## config.mk

```make
export PLATFORM = sky130hd
export DESIGN_NAME = int_alu
export DESIGN_NICKNAME = d
export VERILOG_FILES = /design/src/rtl/int_alu_pkg.sv /design/src/rtl/int_alu_ctrl.sv /design/src/rtl/int_alu_adder.sv /design/src/rtl/int_alu_datapath.sv /design/src/rtl/int_alu.sv
export SDC_FILE = /design/constraint.sdc
export NUM_CORES = 1
export LEC_CHECK = 0
export ABC_CLOCK_PERIOD_IN_PS = 19400
export BUFFER_PORTS_ARGS = -buffer_cell sky130_fd_sc_hd__buf_4
export CAP_MARGIN = 20
export CORE_ASPECT_RATIO = 1.25
export CORE_MARGIN = 4
export CORE_UTILIZATION = 40
export DETAILED_ROUTE_END_ITERATION = 16
export SLEW_MARGIN = 10
export SYNTH_ARGS = -nofsm -noshare
export SYNTH_HDL_FRONTEND = slang
export SYNTH_SLANG_ARGS = --single-unit
```

## constraint.sdc

```tcl
create_clock -name vclk -period 19.4
set_clock_uncertainty 0.05 [all_clocks]
set_input_delay 3.88 -clock vclk [all_inputs]
set_output_delay 3.88 -clock vclk [all_outputs]
set_load 0.05 [all_outputs]
```

## src/rtl/int_alu_pkg.sv

```systemverilog
package int_alu_pkg;

  localparam int OP_W = 4;

  localparam logic [OP_W-1:0] OP_ADD  = 4'h0;
  localparam logic [OP_W-1:0] OP_ADDU = 4'h1;
  localparam logic [OP_W-1:0] OP_SUB  = 4'h2;
  localparam logic [OP_W-1:0] OP_SUBU = 4'h3;
  localparam logic [OP_W-1:0] OP_AND  = 4'h4;
  localparam logic [OP_W-1:0] OP_OR   = 4'h5;
  localparam logic [OP_W-1:0] OP_XOR  = 4'h6;
  localparam logic [OP_W-1:0] OP_NOR  = 4'h7;
  localparam logic [OP_W-1:0] OP_SLT  = 4'hA;
  localparam logic [OP_W-1:0] OP_SLTU = 4'hB;

  typedef enum logic [2:0] {
    SEL_SUM,
    SEL_AND,
    SEL_OR,
    SEL_XOR,
    SEL_NOR,
    SEL_SLT,
    SEL_SLTU,
    SEL_NONE
  } resSel_e;

  typedef struct packed {
    logic    invB;     // subtract: invert B and carry in 1
    logic    trapOvf;  // report signed overflow
    resSel_e resSel;   // result source
  } aluCtrl_t;

endpackage

```

## src/rtl/int_alu_ctrl.sv

```systemverilog
module int_alu_ctrl
  import int_alu_pkg::*;
(
  input  logic [OP_W-1:0] opSel,
  output aluCtrl_t        ctrl
);

  always_comb begin
    ctrl = '{invB: 1'b0, trapOvf: 1'b0, resSel: SEL_NONE};
    unique case (opSel)
      OP_ADD:  ctrl = '{invB: 1'b0, trapOvf: 1'b1, resSel: SEL_SUM};
      OP_ADDU: ctrl = '{invB: 1'b0, trapOvf: 1'b0, resSel: SEL_SUM};
      OP_SUB:  ctrl = '{invB: 1'b1, trapOvf: 1'b1, resSel: SEL_SUM};
      OP_SUBU: ctrl = '{invB: 1'b1, trapOvf: 1'b0, resSel: SEL_SUM};
      OP_AND:  ctrl = '{invB: 1'b0, trapOvf: 1'b0, resSel: SEL_AND};
      OP_OR:   ctrl = '{invB: 1'b0, trapOvf: 1'b0, resSel: SEL_OR};
      OP_XOR:  ctrl = '{invB: 1'b0, trapOvf: 1'b0, resSel: SEL_XOR};
      OP_NOR:  ctrl = '{invB: 1'b0, trapOvf: 1'b0, resSel: SEL_NOR};
      OP_SLT:  ctrl = '{invB: 1'b1, trapOvf: 1'b0, resSel: SEL_SLT};
      OP_SLTU: ctrl = '{invB: 1'b1, trapOvf: 1'b0, resSel: SEL_SLTU};
      default: ctrl = '{invB: 1'b0, trapOvf: 1'b0, resSel: SEL_NONE};
    endcase
  end


  always_comb begin
    trap_scope_chk: assert (!ctrl.trapOvf || opSel == OP_ADD || opSel == OP_SUB);
  end

endmodule

```

## src/rtl/int_alu_adder.sv

```systemverilog
module int_alu_adder #(
  parameter int WIDTH = 32,
  parameter int GROUP = 4
) (
  input  logic [WIDTH-1:0] addA,
  input  logic [WIDTH-1:0] addB,
  input  logic             carryIn,
  output logic [WIDTH-1:0] sum,
  output logic             carryMsb,
  output logic             carryOut
);

  localparam int NGRP = WIDTH / GROUP;

  logic [WIDTH-1:0] gen;
  logic [WIDTH-1:0] prp;
  logic [WIDTH:0]   carry;
  logic [NGRP:0]    grpC;

  assign gen     = addA & addB;
  assign prp     = addA | addB;
  assign grpC[0] = carryIn;

  for (genvar gi = 0; gi < NGRP; gi++) begin : g_grp
    localparam int BASE = gi * GROUP;
    logic             grpGen;
    logic             grpPrp;
    logic [GROUP-1:0] lc;

    // group generate / propagate, feeding the carry chain between groups
    always_comb begin
      grpGen = 1'b0;
      grpPrp = 1'b1;
      for (int k = 0; k < GROUP; k++) begin
        grpGen = gen[BASE+k] | (prp[BASE+k] & grpGen);
        grpPrp = grpPrp & prp[BASE+k];
      end
    end

    assign grpC[gi+1] = grpGen | (grpPrp & grpC[gi]);

    // bit carries inside the group from the group carry-in
    always_comb begin
      lc[0] = grpC[gi];
      for (int k = 1; k < GROUP; k++) begin
        lc[k] = gen[BASE+k-1] | (prp[BASE+k-1] & lc[k-1]);
      end
    end

    assign carry[BASE +: GROUP] = lc;
  end

  assign carry[WIDTH] = grpC[NGRP];
  assign sum          = addA ^ addB ^ carry[WIDTH-1:0];
  assign carryMsb     = carry[WIDTH-1];
  assign carryOut     = carry[WIDTH];


  always_comb begin
    adder_sum_chk: assert ({carryOut, sum} == ({1'b0, addA} + {1'b0, addB} + {{WIDTH{1'b0}}, carryIn}));
  end

endmodule

```

## src/rtl/int_alu_datapath.sv

```systemverilog
module int_alu_datapath
  import int_alu_pkg::*;
#(
  parameter int WIDTH = 32,
  parameter int GROUP = 4
) (
  input  logic [WIDTH-1:0] srcA,
  input  logic [WIDTH-1:0] srcB,
  input  aluCtrl_t         ctrl,
  output logic [WIDTH-1:0] aluOut,
  output logic             isZero,
  output logic             ovfFlag
);

  localparam int MSB = WIDTH - 1;

  logic [WIDTH-1:0] effB;
  logic [WIDTH-1:0] sum;
  logic             carryMsb;
  logic             carryOut;
  logic             ovfRaw;
  logic             lessSigned;
  logic             lessUnsigned;

  assign effB = ctrl.invB ? ~srcB : srcB;

  int_alu_adder #(.WIDTH(WIDTH), .GROUP(GROUP)) u_adder (
    .addA    (srcA),
    .addB    (effB),
    .carryIn (ctrl.invB),
    .sum     (sum),
    .carryMsb(carryMsb),
    .carryOut(carryOut)
  );

  assign ovfRaw       = carryMsb ^ carryOut;
  assign lessSigned   = sum[MSB] ^ ovfRaw;
  assign lessUnsigned = ~carryOut;

  always_comb begin
    unique case (ctrl.resSel)
      SEL_SUM:  aluOut = sum;
      SEL_AND:  aluOut = srcA & srcB;
      SEL_OR:   aluOut = srcA | srcB;
      SEL_XOR:  aluOut = srcA ^ srcB;
      SEL_NOR:  aluOut = ~(srcA | srcB);
      SEL_SLT:  aluOut = {{MSB{1'b0}}, lessSigned};
      SEL_SLTU: aluOut = {{MSB{1'b0}}, lessUnsigned};
      default:  aluOut = '0;
    endcase
  end

  assign ovfFlag = ctrl.trapOvf & ovfRaw;
  assign isZero  = ~|aluOut;


  always_comb begin
    if (ctrl.resSel == SEL_SUM && ctrl.invB)
      diff_value_chk: assert (aluOut == srcA - srcB);
  end


  always_comb begin
    if (ovfFlag)
      ovf_sign_chk: assert (aluOut[MSB] != srcA[MSB]);
  end


  always_comb begin
    if (ctrl.resSel == SEL_SLT)
      slt_value_chk: assert (aluOut == {{MSB{1'b0}}, ($signed(srcA) < $signed(srcB))});
  end


  always_comb begin
    if (ctrl.resSel == SEL_SLTU)
      sltu_value_chk: assert (aluOut == {{MSB{1'b0}}, (srcA < srcB)});
  end

endmodule

```

## src/rtl/int_alu.sv

```systemverilog
module int_alu
  import int_alu_pkg::*;
#(
  parameter int WIDTH = 32,
  parameter int GROUP = 4
) (
  input  logic [WIDTH-1:0] srcA,
  input  logic [WIDTH-1:0] srcB,
  input  logic [OP_W-1:0]  opSel,
  output logic [WIDTH-1:0] aluOut,
  output logic             isZero,
  output logic             ovfFlag
);

  aluCtrl_t ctrl;

  int_alu_ctrl u_ctrl (
    .opSel(opSel),
    .ctrl (ctrl)
  );

  int_alu_datapath #(.WIDTH(WIDTH), .GROUP(GROUP)) u_dp (
    .srcA   (srcA),
    .srcB   (srcB),
    .ctrl   (ctrl),
    .aluOut (aluOut),
    .isZero (isZero),
    .ovfFlag(ovfFlag)
  );


  always_comb begin
    if (opSel == 4'h8 || opSel == 4'h9 || opSel >= 4'hC)
      unused_code_chk: assert (aluOut == '0 && isZero && !ovfFlag);
  end


  always_comb begin
    no_overflow_chk: assert (!ovfFlag || opSel == OP_ADD || opSel == OP_SUB);
  end


  always_comb begin
    if (opSel == OP_SUB && srcA == srcB)
      zero_equal_chk: assert (isZero);
  end

endmodule

```

==> flow_summary.toml, run 1 <==
[outcome]
status = "complete, no violations"

[detailed_routing]
dr.pass1.iters = 4
wl_per_cell_um = 16.6
postRouteAntennaNets = 0
drc = 0
drt_first_iter_violations = 173
vias_per_cell = 5.29
vias = 4604
wirelength_um = 14500

[worst_setup_path]
path_class = "primary input to output pin"
crit_buf_inv = 5
required_ps = 15470
cp_top_family = "simple AND/OR/NAND/NOR gates"
cpPeakStageDelay_ps = 490
worstPathArrival_ps = 10300
end_kind = "output pin"
startpoint_type = "primary input"
cp_slowest_cell = "or4b_1"
crit_path_max_fanout = 32

[cells_and_area]
mostFrequentLayoutCells = "138 x inv_1, 128 x ha_1, 111 x buf_4"
flops_and_latches = 0
final_nets = 931
antenna_cells = 0
drive_gt1_share_pct = 18.7
clkbuf_count = 0
final_common_cell = "inv_1"
fillCellCount = 1184
area_growth_syn_to_layout_pct = 17.3
multiInputGateArea_um2 = 4200
regArea_um2 = 0

[floorplanning]
dieWidth_um = 107
die_area_um2 = 14100
num_io_pins = 102
initial_core_util_pct = 41.4
rows = 44
die_y_um = 132
core_um2 = 11800

[sta]
fmax_mhz = 70.3
slew_viol_final = 0
setup_violations = 0
finalCritPeriodShare_pct = 73.3
rsz0062_at_grt = "false"
finalHoldViolCount = 0
worst_pin_slew_ps = 827
fin_hold_ws_ps = 8280
period_needed_ps = 14230
relSlewSlack_pct = 44.9
fin_setup_tns_ps = 0

[logic_synthesis]
synth_area_um2 = 4910
syn_nets = 848
synth_area_per_cell_um2 = 7.80
synth.distinct_cells = 66
synth_seq_area_share_pct = 0
ys_warn_count = 0
syn_inst = 629

[run]
max-cap-violations = 0

[placement]
placement.io_buffers = 102
finalWeightedCongestion = 0.865
dp_hpwl_um = 11500

[global_route]
grt_overflow = 0
grt_usage_pct = 19.9
grt_pass1_wl_um = 23600
grt_start_max_net_pins = 43
grt_pass1_vias = 4835
antenna_found_initial = 0

[clock_network]
post_cts_buffers = 0
postCtsResizedCells = 0
hold_buffers = 0

[worst_hold_path]
min_path_type = "primary input to output pin"

[power]
irDropWorstVdd_uv = 20.1
power.density_nw_per_um2 = 34.7
leakagePower_nw = 3.12
[cell usage after synthesis, types with 5 or more instances]
| library cell | n | share of area [%] |
|---|---|---|
| a21oi_1 | 36 | 3.7 |
| a221oi_1 | 11 | 2.0 |
| a32oi_1 | 6 | 1.1 |
| and2_1 | 8 | 1.0 |
| and3_1 | 11 | 1.4 |
| buf_2 | 6 | 0.61 |
| buf_6 | 7 | 1.6 |
| clkbuf_1 | 11 | 0.84 |
| fa_1 | 23 | 9.4 |
| ha_1 | 128 | 33 |
| inv_1 | 138 | 11 |
| nand2_1 | 36 | 2.8 |
| nor2_1 | 18 | 1.4 |
| nor3_1 | 23 | 2.3 |
| nor3b_1 | 7 | 1.1 |
| o211ai_1 | 9 | 1.4 |
| o21ai_0 | 6 | 0.61 |
| o31ai_1 | 5 | 0.77 |
| o32ai_1 | 12 | 2.1 |
| or4_1 | 11 | 1.7 |
| or4_4 | 7 | 1.6 |
| xnor2_1 | 35 | 6.2 |
[path summary, 6_finish.rpt]
kind | startpoint | to | cells past startpoint
worst max-delay path | opSel[2] | isZero | 25
worst min-delay path | opSel[0] | ovfFlag | 4
[power by group]
group	total, mW	internal [mW]	switching [mW]
Sequential	0	0	0
Clock	0	0	0
Combinational	0.200	0.0762	0.123
Total	0.200	0.0762	0.123
[cells by family (layout without fill, tap and decap cells)]
logic type                 count (synthesis)  in the layout  share of synthesized area [%]
muxes                                      3              3                          0.638
and+or+nand+nor                          165            165                           21.2
AOI/OAI and AO/OA                        102            102                           14.7
buffers and inverters                    169            250                           14.5
xor gates and xnor gates                  39             39                           6.96
adders and majority gates                151            151                           42.0
[area by class of cell]
class              instances  area share (%)
inverters                139            9.07
well taps                161            3.50
multi-input cells        460            73.0
repair buffers           111            14.5
[routing by layer]
| metal | track usage, % | up-vias | wire length, um |
|---|---|---|---|
| met3 | 0.784 | 26 | 692 |
| met1 | 23.1 | 2171 | 5770 |
| met4 | 6.18 | 0 | 430 |
| met5 | 0 | - | 0 |
| met2 | 38.4 | 135 | 7610 |
| li1 | - | 2272 | - |
[through the flow]
stage / area, um^2 / instances / setup slack [ps] / total power [mW] / utilization, %
after floorplan: 4910 / 629 / 4890 / 0.138 / -
after global placement: 5760 / 871 / 5130 / 0.197 / 48.6
after detailed placement: 5760 / 871 / 5070 / 0.200 / 48.6
after CTS: 5760 / 871 / 5060 / 0.201 / 48.6
after global routing: 5760 / 871 / 4630 / 0.220 / 48.6
final: 5760 / 871 / 5170 / 0.200 / 48.6
(Power assumes the default switching activity.)
==> inputs of run 2 (changes only) <==
ABC_CLOCK_PERIOD_IN_PS = 12900   (was 19400)
clock period = 12.9 ns   (was 19.4 ns; I/O delays follow)
==> run 2 against run 1 <==
  * Clock-buffer cell count did not move
  * Sequential share of layout area stayed put
  * Utilization did not move
  * Non-clock buffer count is the same
  * Critical path depth shrank 3
  * Wire length up 0.95%
  * Cell area stayed put
  * Global-route usage grew 0.56 points
  * First-iteration DRC count down 7.5%
  * Power is 51% higher
  * Final cell count did not move
  * Die area unchanged
==> flow_summary.toml, run 2 (synthesis gave the netlist of run 1 again) <==
[detailed_routing]
vias = 4622
vias_per_cell = 5.31
dr.pass1.iters = 4
wirelength_um = 14600
postRouteAntennaNets = 0
wl_per_cell_um = 16.8
drt_first_iter_violations = 160
drc = 0

[worst_setup_path]
cpPeakStageDelay_ps = 590
worstSetupEndpoint = "isZero"
path_depth = 22
crit_buf_inv = 4
end_kind = "output pin"
startpoint_type = "primary input"
required_ps = 10270
cp_cell_sequence = "buf_4 > nand2b_2 > xnor2_1 > inv_1 > ha_1 > or4_1 > or3_1 > a21o_1 > a21oi_1 > o21ai_0 > nand2b_1 > fa_1 > fa_1 > inv_1 > fa_1 > o32ai_1 > or4_4 > or4_1 > nor4_2 > nand4_1 > a2111oi_2 > buf_4"
path_class = "primary input to output pin"
startpoint = "opSel[2]"
crit_path_frequent_cell = "fa_1"
worstPathArrival_ps = 9240
cp_top_family = "simple AND/OR/NAND/NOR gates"
crit_path_max_fanout = 23
cp_slowest_cell = "or4_1"

[cells_and_area]
multiInputGateArea_um2 = 4200
clkbuf_count = 0
antenna_cells = 0
final_common_cell = "inv_1"
area_growth_syn_to_layout_pct = 17.3
flops_and_latches = 0
fillCellCount = 1194
drive_gt1_share_pct = 18.7
final_nets = 931
mostFrequentLayoutCells = "138 x inv_1, 128 x ha_1, 111 x buf_4"
regArea_um2 = 0

[global_route]
grt_pass1_wl_um = 24200
grt_start_max_net_pins = 43
grt_usage_pct = 20.5
grt_pass1_vias = 5017
grt_overflow = 0
antenna_found_initial = 0

[sta]
fmax_mhz = 84.3
fin_setup_tns_ps = 0
period_needed_ps = 11870
setup_violations = 0
finalCritPeriodShare_pct = 92.0
slew_viol_final = 0
worst_pin_slew_ps = 812
relSlewSlack_pct = 45.9
finalHoldViolCount = 0
rsz0062_at_grt = "false"

[run]
max-cap-violations = 0

[floorplanning]
dieWidth_um = 107
die_y_um = 132
rows = 44
initial_core_util_pct = 41.4
core_um2 = 11800
num_io_pins = 102
die_area_um2 = 14100

[placement]
placement.io_buffers = 102
dp_hpwl_um = 11600
finalWeightedCongestion = 0.877

[clock_network]
hold_buffers = 0
postCtsResizedCells = 0
post_cts_buffers = 0

[outcome]
status = "complete, no violations"

[power]
power.density_nw_per_um2 = 52.5
irDropWorstVdd_uv = 28.6
leakagePower_nw = 3.12
power.total_uw = 302

[worst_hold_path]
min_path_type = "primary input to output pin"
==> run 2: cell counts in the layout (fill, tap and decap cells not counted) <==
No cell type changed its count.
==> run 2: worst min-delay path by stage <==
stage	startpoint	end	cells past startpoint
final	opSel[0]	ovfFlag	4
after detailed placement	opSel[0]	ovfFlag	4
after global placement	opSel[0]	ovfFlag	4
after floorplan	opSel[0]	ovfFlag	2
after global routing	opSel[0]	ovfFlag	4
after CTS	opSel[0]	ovfFlag	4
==> run 2: final cells by class <==
type | count | area share [%]
inverters | 139 | 9.07
multi-input cells | 460 | 73.0
repair buffers | 111 | 14.5
well taps | 161 | 3.50
==> run 2: power breakdown <==
group | internal (mW) | total (mW) | leakage, nW | switching (mW)
clock network | 0 | 0 | 0 | 0
logic | 0.115 | 0.302 | 3.12 | 0.187
registers | 0 | 0 | 0 | 0
==> run 2: routing by layer <==
layer / vias to the layer above / wire length, um / GRT usage, %
met3: 29 / 667 / 1.47
met5: - / 0 / 0
li1: 2275 / - / -
met1: 2181 / 5780 / 24.2
met2: 137 / 7810 / 38.7
met4: 0 / 381 / 6.11
==> run 2: stage by stage <==
step | cells | utilization [%] | setup slack (ps) | hold WS [ps] | cell area [um^2]
after floorplan | 629 | - | 987 | 5520 | 4910
after global placement | 871 | 48.6 | 1130 | 5670 | 5760
after detailed placement | 871 | 48.6 | 998 | 5650 | 5760
after CTS | 871 | 48.6 | 993 | 5650 | 5760
after global routing | 871 | 48.6 | 576 | 5680 | 5760
final | 871 | 48.6 | 1030 | 5650 | 5760
